## config.mk

```make
export PLATFORM = sky130hd
export DESIGN_NAME = cvd_frontend_seq
export DESIGN_NICKNAME = d
export VERILOG_FILES = /design/src/rtl/cvd_seq_pkg.sv /design/src/rtl/cvd_start_capture.sv /design/src/rtl/cvd_phase_timer.sv /design/src/rtl/cvd_guard_drive.sv /design/src/rtl/cvd_frontend_seq.sv
export SDC_FILE = /design/constraint.sdc
export NUM_CORES = 1
export LEC_CHECK = 0
export BUFFER_PORTS_ARGS = -buffer_cell sky130_fd_sc_hd__clkbuf_2
export CAP_MARGIN = 40
export CORE_MARGIN = 2
export CORE_UTILIZATION = 30
export CTS_CLUSTER_DIAMETER = 200
export DETAILED_ROUTE_END_ITERATION = 16
export PLACE_DENSITY = 0.59
export SLEW_MARGIN = 30
export SYNTH_ARGS = -nofsm -noshare
export SYNTH_HDL_FRONTEND = slang
export SYNTH_SLANG_ARGS = --single-unit
```

## constraint.sdc

```tcl
create_clock -name clk -period 2.8 [get_ports clk]
set_input_delay 0.28 -clock clk [delete_from_list [all_inputs] [get_ports clk]]
set_output_delay 0.28 -clock clk [all_outputs]
set_load 0.01 [all_outputs]
```

## src/rtl/cvd_seq_pkg.sv

```systemverilog
package cvd_seq_pkg;

  typedef enum logic [2:0] {
    ST_IDLE = 3'd0,
    ST_PRE  = 3'd1,
    ST_ACQ  = 3'd2,
    ST_CONV = 3'd3,
    ST_WAIT = 3'd4
  } seq_state_t;

  typedef struct packed {
    logic pre_pol;
    logic guard_pol;
    logic inv_en;
    logic dbl;
  } seq_flags_t;

endpackage

```

## src/rtl/cvd_start_capture.sv

```systemverilog
module cvd_start_capture
  import cvd_seq_pkg::*;
#(
  parameter int CNT_W = 8
) (
  input  logic             clk,
  input  logic             rst_n,
  input  logic             idle,
  input  logic             sw_go,
  input  logic             ext_trig,
  input  logic             restart_req,
  input  logic [CNT_W-1:0] cfg_pre,
  input  logic [CNT_W-1:0] cfg_acq,
  input  seq_flags_t       cfg_flags,
  output logic             launch,
  output logic [CNT_W-1:0] pre_eff,
  output logic [CNT_W-1:0] acq_eff,
  output seq_flags_t       flags_eff
);

  localparam int NSRC = 3;

  logic [NSRC-1:0]  src_vec;
  logic [CNT_W-1:0] pre_q;
  logic [CNT_W-1:0] acq_q;
  seq_flags_t       flags_q;

  assign src_vec = {restart_req, ext_trig, sw_go};
  assign launch  = idle && (|src_vec);

  always_ff @(posedge clk or negedge rst_n) begin
    if (!rst_n) begin
      pre_q   <= '0;
      acq_q   <= '0;
      flags_q <= '0;
    end else if (launch) begin
      pre_q   <= cfg_pre;
      acq_q   <= cfg_acq;
      flags_q <= cfg_flags;
    end
  end

  // On the launch edge the live configuration is used; afterwards the copy.
  assign pre_eff   = launch ? cfg_pre   : pre_q;
  assign acq_eff   = launch ? cfg_acq   : acq_q;
  assign flags_eff = launch ? cfg_flags : flags_q;


  capture_hold_chk: assert property (@(posedge clk) disable iff (!rst_n)
    !idle |=> (pre_q == $past(pre_q) && acq_q == $past(acq_q)));

endmodule

```

## src/rtl/cvd_phase_timer.sv

```systemverilog
module cvd_phase_timer #(
  parameter int TW = 9
) (
  input  logic          clk,
  input  logic          rst_n,
  input  logic          load,
  input  logic [TW-1:0] load_val,
  input  logic          run,
  input  logic          ce,
  output logic          last
);

  logic [TW-1:0] cnt_q;

  always_ff @(posedge clk or negedge rst_n) begin
    if (!rst_n)
      cnt_q <= '0;
    else if (load)
      cnt_q <= load_val;
    else if (run && ce && cnt_q != '0)
      cnt_q <= cnt_q - 1'b1;
  end

  assign last = run && ce && (cnt_q == TW'(1));


  timer_underflow_chk: assert property (@(posedge clk) disable iff (!rst_n)
    run |-> (cnt_q != '0));


  timer_ce_gate_chk: assert property (@(posedge clk) disable iff (!rst_n)
    (run && !ce && !load) |=> (cnt_q == $past(cnt_q)));

endmodule

```

## src/rtl/cvd_guard_drive.sv

```systemverilog
module cvd_guard_drive (
  input  logic clk,
  input  logic rst_n,
  input  logic first_evt,
  input  logic second_evt,
  input  logic acq_evt,
  input  logic gpol,
  input  logic inv_en,
  output logic ga,
  output logic gb
);

  logic base;

  always_comb begin
    base = gpol;
    if (second_evt && inv_en) base = ~gpol;
  end

  always_ff @(posedge clk or negedge rst_n) begin
    if (!rst_n) begin
      ga <= 1'b0;
      gb <= 1'b0;
    end else if (first_evt || second_evt) begin
      ga <= base ^ acq_evt;
      gb <= base;
    end else if (acq_evt) begin
      ga <= ~ga;
    end
  end


  guard_b_hold_chk: assert property (@(posedge clk) disable iff (!rst_n)
    (acq_evt && !first_evt && !second_evt) |=> $stable(gb));


  guard_a_flip_chk: assert property (@(posedge clk) disable iff (!rst_n)
    (acq_evt && !first_evt && !second_evt) |=> (ga != $past(ga)));

endmodule

```

## src/rtl/cvd_frontend_seq.sv

```systemverilog
module cvd_frontend_seq
  import cvd_seq_pkg::*;
#(
  parameter int CNT_W = 8
) (
  input  logic             clk,
  input  logic             rst_n,
  input  logic             adc_ce,
  input  logic             sw_go,
  input  logic             ext_trig,
  input  logic             restart_req,
  input  logic [CNT_W-1:0] cfg_pre_cnt,
  input  logic [CNT_W-1:0] cfg_acq_cnt,
  input  logic             cfg_pre_pol,
  input  logic             cfg_guard_pol,
  input  logic             cfg_inv_en,
  input  logic             cfg_dbl,
  input  logic             sar_done,
  output logic             busy,
  output logic             hold_to_rail,
  output logic             hold_rail_hi,
  output logic             pin_ovr_en,
  output logic             pin_ovr_lvl,
  output logic             chan_connect,
  output logic             conv_start,
  output logic             guard_a,
  output logic             guard_b,
  output logic             seq_done
);

  localparam int            TW      = CNT_W + 1;
  localparam logic [TW-1:0] ACQ_MAX = TW'(1 << CNT_W);

  seq_state_t       state_q, state_d;
  logic             second_q, second_d;
  logic             done_q, done_d;
  logic             launch;
  logic [CNT_W-1:0] pre_eff, acq_eff;
  seq_flags_t       cfg_flags, flags_eff;
  logic             ld;
  logic [TW-1:0]    ld_val;
  logic             t_run, t_last;
  logic             acq_evt, second_evt, sample_go;

  assign cfg_flags = '{pre_pol: cfg_pre_pol, guard_pol: cfg_guard_pol,
                       inv_en: cfg_inv_en, dbl: cfg_dbl};

  cvd_start_capture #(.CNT_W(CNT_W)) u_cap (
    .clk         (clk),
    .rst_n       (rst_n),
    .idle        (state_q == ST_IDLE),
    .sw_go       (sw_go),
    .ext_trig    (ext_trig),
    .restart_req (restart_req),
    .cfg_pre     (cfg_pre_cnt),
    .cfg_acq     (cfg_acq_cnt),
    .cfg_flags   (cfg_flags),
    .launch      (launch),
    .pre_eff     (pre_eff),
    .acq_eff     (acq_eff),
    .flags_eff   (flags_eff)
  );

  assign t_run = (state_q == ST_PRE) || (state_q == ST_ACQ);

  cvd_phase_timer #(.TW(TW)) u_tmr (
    .clk      (clk),
    .rst_n    (rst_n),
    .load     (ld),
    .load_val (ld_val),
    .run      (t_run),
    .ce       (adc_ce),
    .last     (t_last)
  );

  always_comb begin
    state_d    = state_q;
    second_d   = second_q;
    done_d     = 1'b0;
    ld         = 1'b0;
    ld_val     = '0;
    acq_evt    = 1'b0;
    second_evt = 1'b0;
    sample_go  = 1'b0;
    unique case (state_q)
      ST_IDLE: begin
        if (launch) begin
          second_d  = 1'b0;
          sample_go = 1'b1;
        end
      end
      ST_PRE: begin
        if (t_last) begin
          state_d = ST_ACQ;
          ld      = 1'b1;
          ld_val  = (acq_eff == '0) ? ACQ_MAX : TW'(acq_eff);
          acq_evt = 1'b1;
        end
      end
      ST_ACQ: begin
        if (t_last) state_d = ST_CONV;
      end
      ST_CONV: state_d = ST_WAIT;
      ST_WAIT: begin
        if (sar_done) begin
          if (flags_eff.dbl && !second_q) begin
            second_d   = 1'b1;
            second_evt = 1'b1;
            sample_go  = 1'b1;
          end else begin
            state_d = ST_IDLE;
            done_d  = 1'b1;
          end
        end
      end
      default: state_d = ST_IDLE;
    endcase
    if (sample_go) begin
      if (pre_eff != '0) begin
        state_d = ST_PRE;
        ld      = 1'b1;
        ld_val  = TW'(pre_eff);
      end else if (acq_eff != '0) begin
        state_d = ST_ACQ;
        ld      = 1'b1;
        ld_val  = TW'(acq_eff);
        acq_evt = 1'b1;
      end else begin
        state_d = ST_CONV;
      end
    end
  end

  always_ff @(posedge clk or negedge rst_n) begin
    if (!rst_n) begin
      state_q  <= ST_IDLE;
      second_q <= 1'b0;
      done_q   <= 1'b0;
    end else begin
      state_q  <= state_d;
      second_q <= second_d;
      done_q   <= done_d;
    end
  end

  cvd_guard_drive u_grd (
    .clk        (clk),
    .rst_n      (rst_n),
    .first_evt  (launch),
    .second_evt (second_evt),
    .acq_evt    (acq_evt),
    .gpol       (flags_eff.guard_pol),
    .inv_en     (flags_eff.inv_en),
    .ga         (guard_a),
    .gb         (guard_b)
  );

  assign busy         = (state_q != ST_IDLE);
  assign hold_to_rail = (state_q == ST_PRE);
  assign hold_rail_hi = (state_q == ST_PRE) &&  flags_eff.pre_pol;
  assign pin_ovr_en   = (state_q == ST_PRE);
  assign pin_ovr_lvl  = (state_q == ST_PRE) && !flags_eff.pre_pol;
  assign chan_connect = (state_q == ST_ACQ);
  assign conv_start   = (state_q == ST_CONV);
  assign seq_done     = done_q;


  conv_single_chk: assert property (@(posedge clk) disable iff (!rst_n)
    conv_start |=> !conv_start);


  ovr_vs_connect_chk: assert property (@(posedge clk) disable iff (!rst_n)
    pin_ovr_en |-> !chan_connect);


  done_idle_chk: assert property (@(posedge clk) disable iff (!rst_n)
    seq_done |-> !busy);


  done_single_chk: assert property (@(posedge clk) disable iff (!rst_n)
    seq_done |=> !seq_done);


  busy_ignore_chk: assert property (@(posedge clk) disable iff (!rst_n)
    (state_q == ST_PRE && (sw_go || ext_trig || restart_req)) |=> busy);


  rail_opposite_chk: assert property (@(posedge clk) disable iff (!rst_n)
    pin_ovr_en |-> (hold_rail_hi != pin_ovr_lvl));

endmodule

```

==> results.cfg <==
[floorplan]
coreArea_um2 = 6830
initial_utilization_pct = 31.1
dieArea_um2 = 7770
io_pins = 37
die_y_um = 88.1
rows = 30
die_w_um = 88.1

[timing]
skew_ps = 8.43
final_hold_viol_count = 0
setup_tns_ps = 0
relSlewSlack_pct = 60.8
tightest_slew_ps = 583
slew_violations = 0
fin_crit_ps = 2400
finalSetupViolations = 0
fin_crit_sh_pct = 85.9
setup_slack_ps = 395
rsz0062_at_grt = no
clock.fmax_mhz = 416

[yosys]
yosysTopAreaCell = dfrtp_1
ys_top_cells_by_area = dfrtp_1 42%, mux2_4 9.2%, mux2_2 4.8%
syn_nets = 223
synth_most_common_cell = dfrtp_1
yosys.area.top_type_share_pct = 42.4
synthTopCellsByCount = 36 x dfrtp_1, 22 x nand2_1, 13 x mux2_4
synth_edf_count = 0
ys_ff_latch = 36
syn_avg_cell_area_um2 = 11.0
synthFlopType = dfrtp_1
synth-seq-area-share_pct = 42.4
netlist-cell-type-count = 52
ys_async_sr_fraction_pct = 100
synth_area_um2 = 2120
syn-instance-count = 193
yosys_warnings = 0

[clocking]
cts_buffers = 5
cts-root-buf = clkbuf_8
cts_tree = built
clock_path_buffers = 2
clock_latency_ps = 290
cts-htree-levels = 2
cts.sinks = 36
path_clk_slew_ps = 80

[worst_setup_path]
timing_worst_setup_path_type = register to output pin
crit_path_end_kind = output pin
worstPathRequired_ps = 2520
cp.arrival_ps = 2120
cp-start-kind = register
cp_max_fo = 11

[detailed_routing]
wl_mm = 4.96
vias_per_cell = 4.92
vias = 1625
wl_per_cell_um = 15.0
first_pass_iters = 4
detail_route.iter0.violations = 37
detail-route-antenna-nets = 0
route.detailed.drc = 0

[layout]
drive_gt1_share_pct = 35.0
syn2layout_area_growth_pct = 18.4
final_util_pct = 36.8
final_nets = 263
antenna_cells = 0
final_cells = 330

[power]
ir_drop_mv = 0.407
leakage_nw = 1.10
p_per_area_nw_per_um2 = 1040

[global_routing]
antenna_found_initial = 0
grt-ovfl-total = 0
grt_pass1_wl_mm = 8.12
grt_max_degree = 25
grt_util_all_layers_pct = 13.7
grt_pass1_vias = 1614

[place]
io_buffers = 36
place_ws_ps = 550
hpwlAfterDp_mm = 3.83
post-place-cells = 321
place_congestion = 0.836

[outcome]
status = finished, final reports clean

[job]
drv_cap = 0

[hold_path]
hp-class = primary input to register
## critical path, stage by stage, from the launching register on
cell      delay (ps)
dfrtp_1          530
nor3_4           420
inv_2            160
nor2_2           290
nand2_1           90
nand2_1          100
and2_1           130
clkbuf_2         120
## kinds of logic (layout without fill, tap and decap cells)
kind of cell / after synthesis / after routing / share of synthesized area [%]
multiplexers: 24 / 24 / 14.9
XOR/XNOR: 9 / 9 / 3.71
flip-flops: 36 / 36 / 42.4
AND/OR/NAND/NOR: 80 / 80 / 22.0
adder cells (fa/ha/maj): 3 / 3 / 1.77
buffers and inverters: 11 / 52 / 3.12
AO/OA/AOI/OAI: 30 / 30 / 12.0
## per-layer routing
metal	up-vias	part of all wire (%)	global-route usage, %
li1	806	-	-
met1	779	50	19.7
met2	38	45	20.6
met3	2	4.4	3.20
met4	0	0.58	3.58
met5	-	0	0
## registers in the layout, summed over array words and instances (netlist names)
signal         cells
u_cap.flags_q      4
u_grd.ga           1
u_tmr.cnt_q        9
state_q            3
u_cap.pre_q        8
u_grd.gb           1
second_q           1
seq_done           1
u_cap.acq_q        8
## cell type report
cell class	count	area, um^2
clock inverters	2	15.0
flip-flops and latches	36	901
repair buffers	40	225
well taps	96	120
inverters	4	15.0
fillers	726	4320
clock buffers	6	82.6
multi-input cells	146	1160
## placed cells by master, fill, tap and decap left out, types with 8 or more instances in the layout
cell | Yosys | final
nand3_1 | 8 | 8
nor4_1 | 9 | 9
dfrtp_1 | 36 | 36
nand2_1 | 22 | 22
mux2_4 | 13 | 13
xnor2_1 | 9 | 9
clkbuf_2 | 0 | 36
mux2_2 | 9 | 9
## path summary, 6_finish.rpt
| check | from | cells after the start | endpoint | slack, ps |
|---|---|---|---|---|
| worst max-delay path | state_q[2]$_DFFE_PN0P_ | 7 | hold_rail_hi | 400 |
| worst min-delay path | sar_done | 2 | state_q[2]$_DFFE_PN0P_ | 180 |
| worst max register to register | state_q[2]$_DFFE_PN0P_ | 6 | u_tmr.cnt_q[3]$_DFFE_PN0P_ | 530 |
| worst min register to register | u_grd.gb$_DFFE_PN0N_ | 2 | u_grd.gb$_DFFE_PN0N_ | 470 |
| max in group asynchronous | rst_n | 3 | u_tmr.cnt_q[4]$_DFFE_PN0P_ | 1890 |
| min in group asynchronous | rst_n | 2 | u_cap.acq_q[0]$_DFF_PN0_ | 450 |
## metrics by stage
step / power (mW) / instance area (um^2) / hold slack, ps
floorplan: 1.91 / 2120 / -15.6
global placement: 2.19 / 2390 / 457
detailed placement: 2.21 / 2410 / 224
CTS: 2.63 / 2510 / 169
global route: 2.80 / 2510 / 171
finish: 2.60 / 2510 / 175
## power breakdown
group,internal [mW],total (mW),switching [mW]
clock,0.199,0.400,0.200
combinational,0.654,1.27,0.615
sequential,0.757,0.936,0.179
## repair_timing
action	4_1_cts	5_1_grt
hold endpoints to repair	12	0
hold buffers	1	0
resized for setup	0	0
buffers inserted	0	0
No activity file was read; power rests on OpenSTA's default activity.
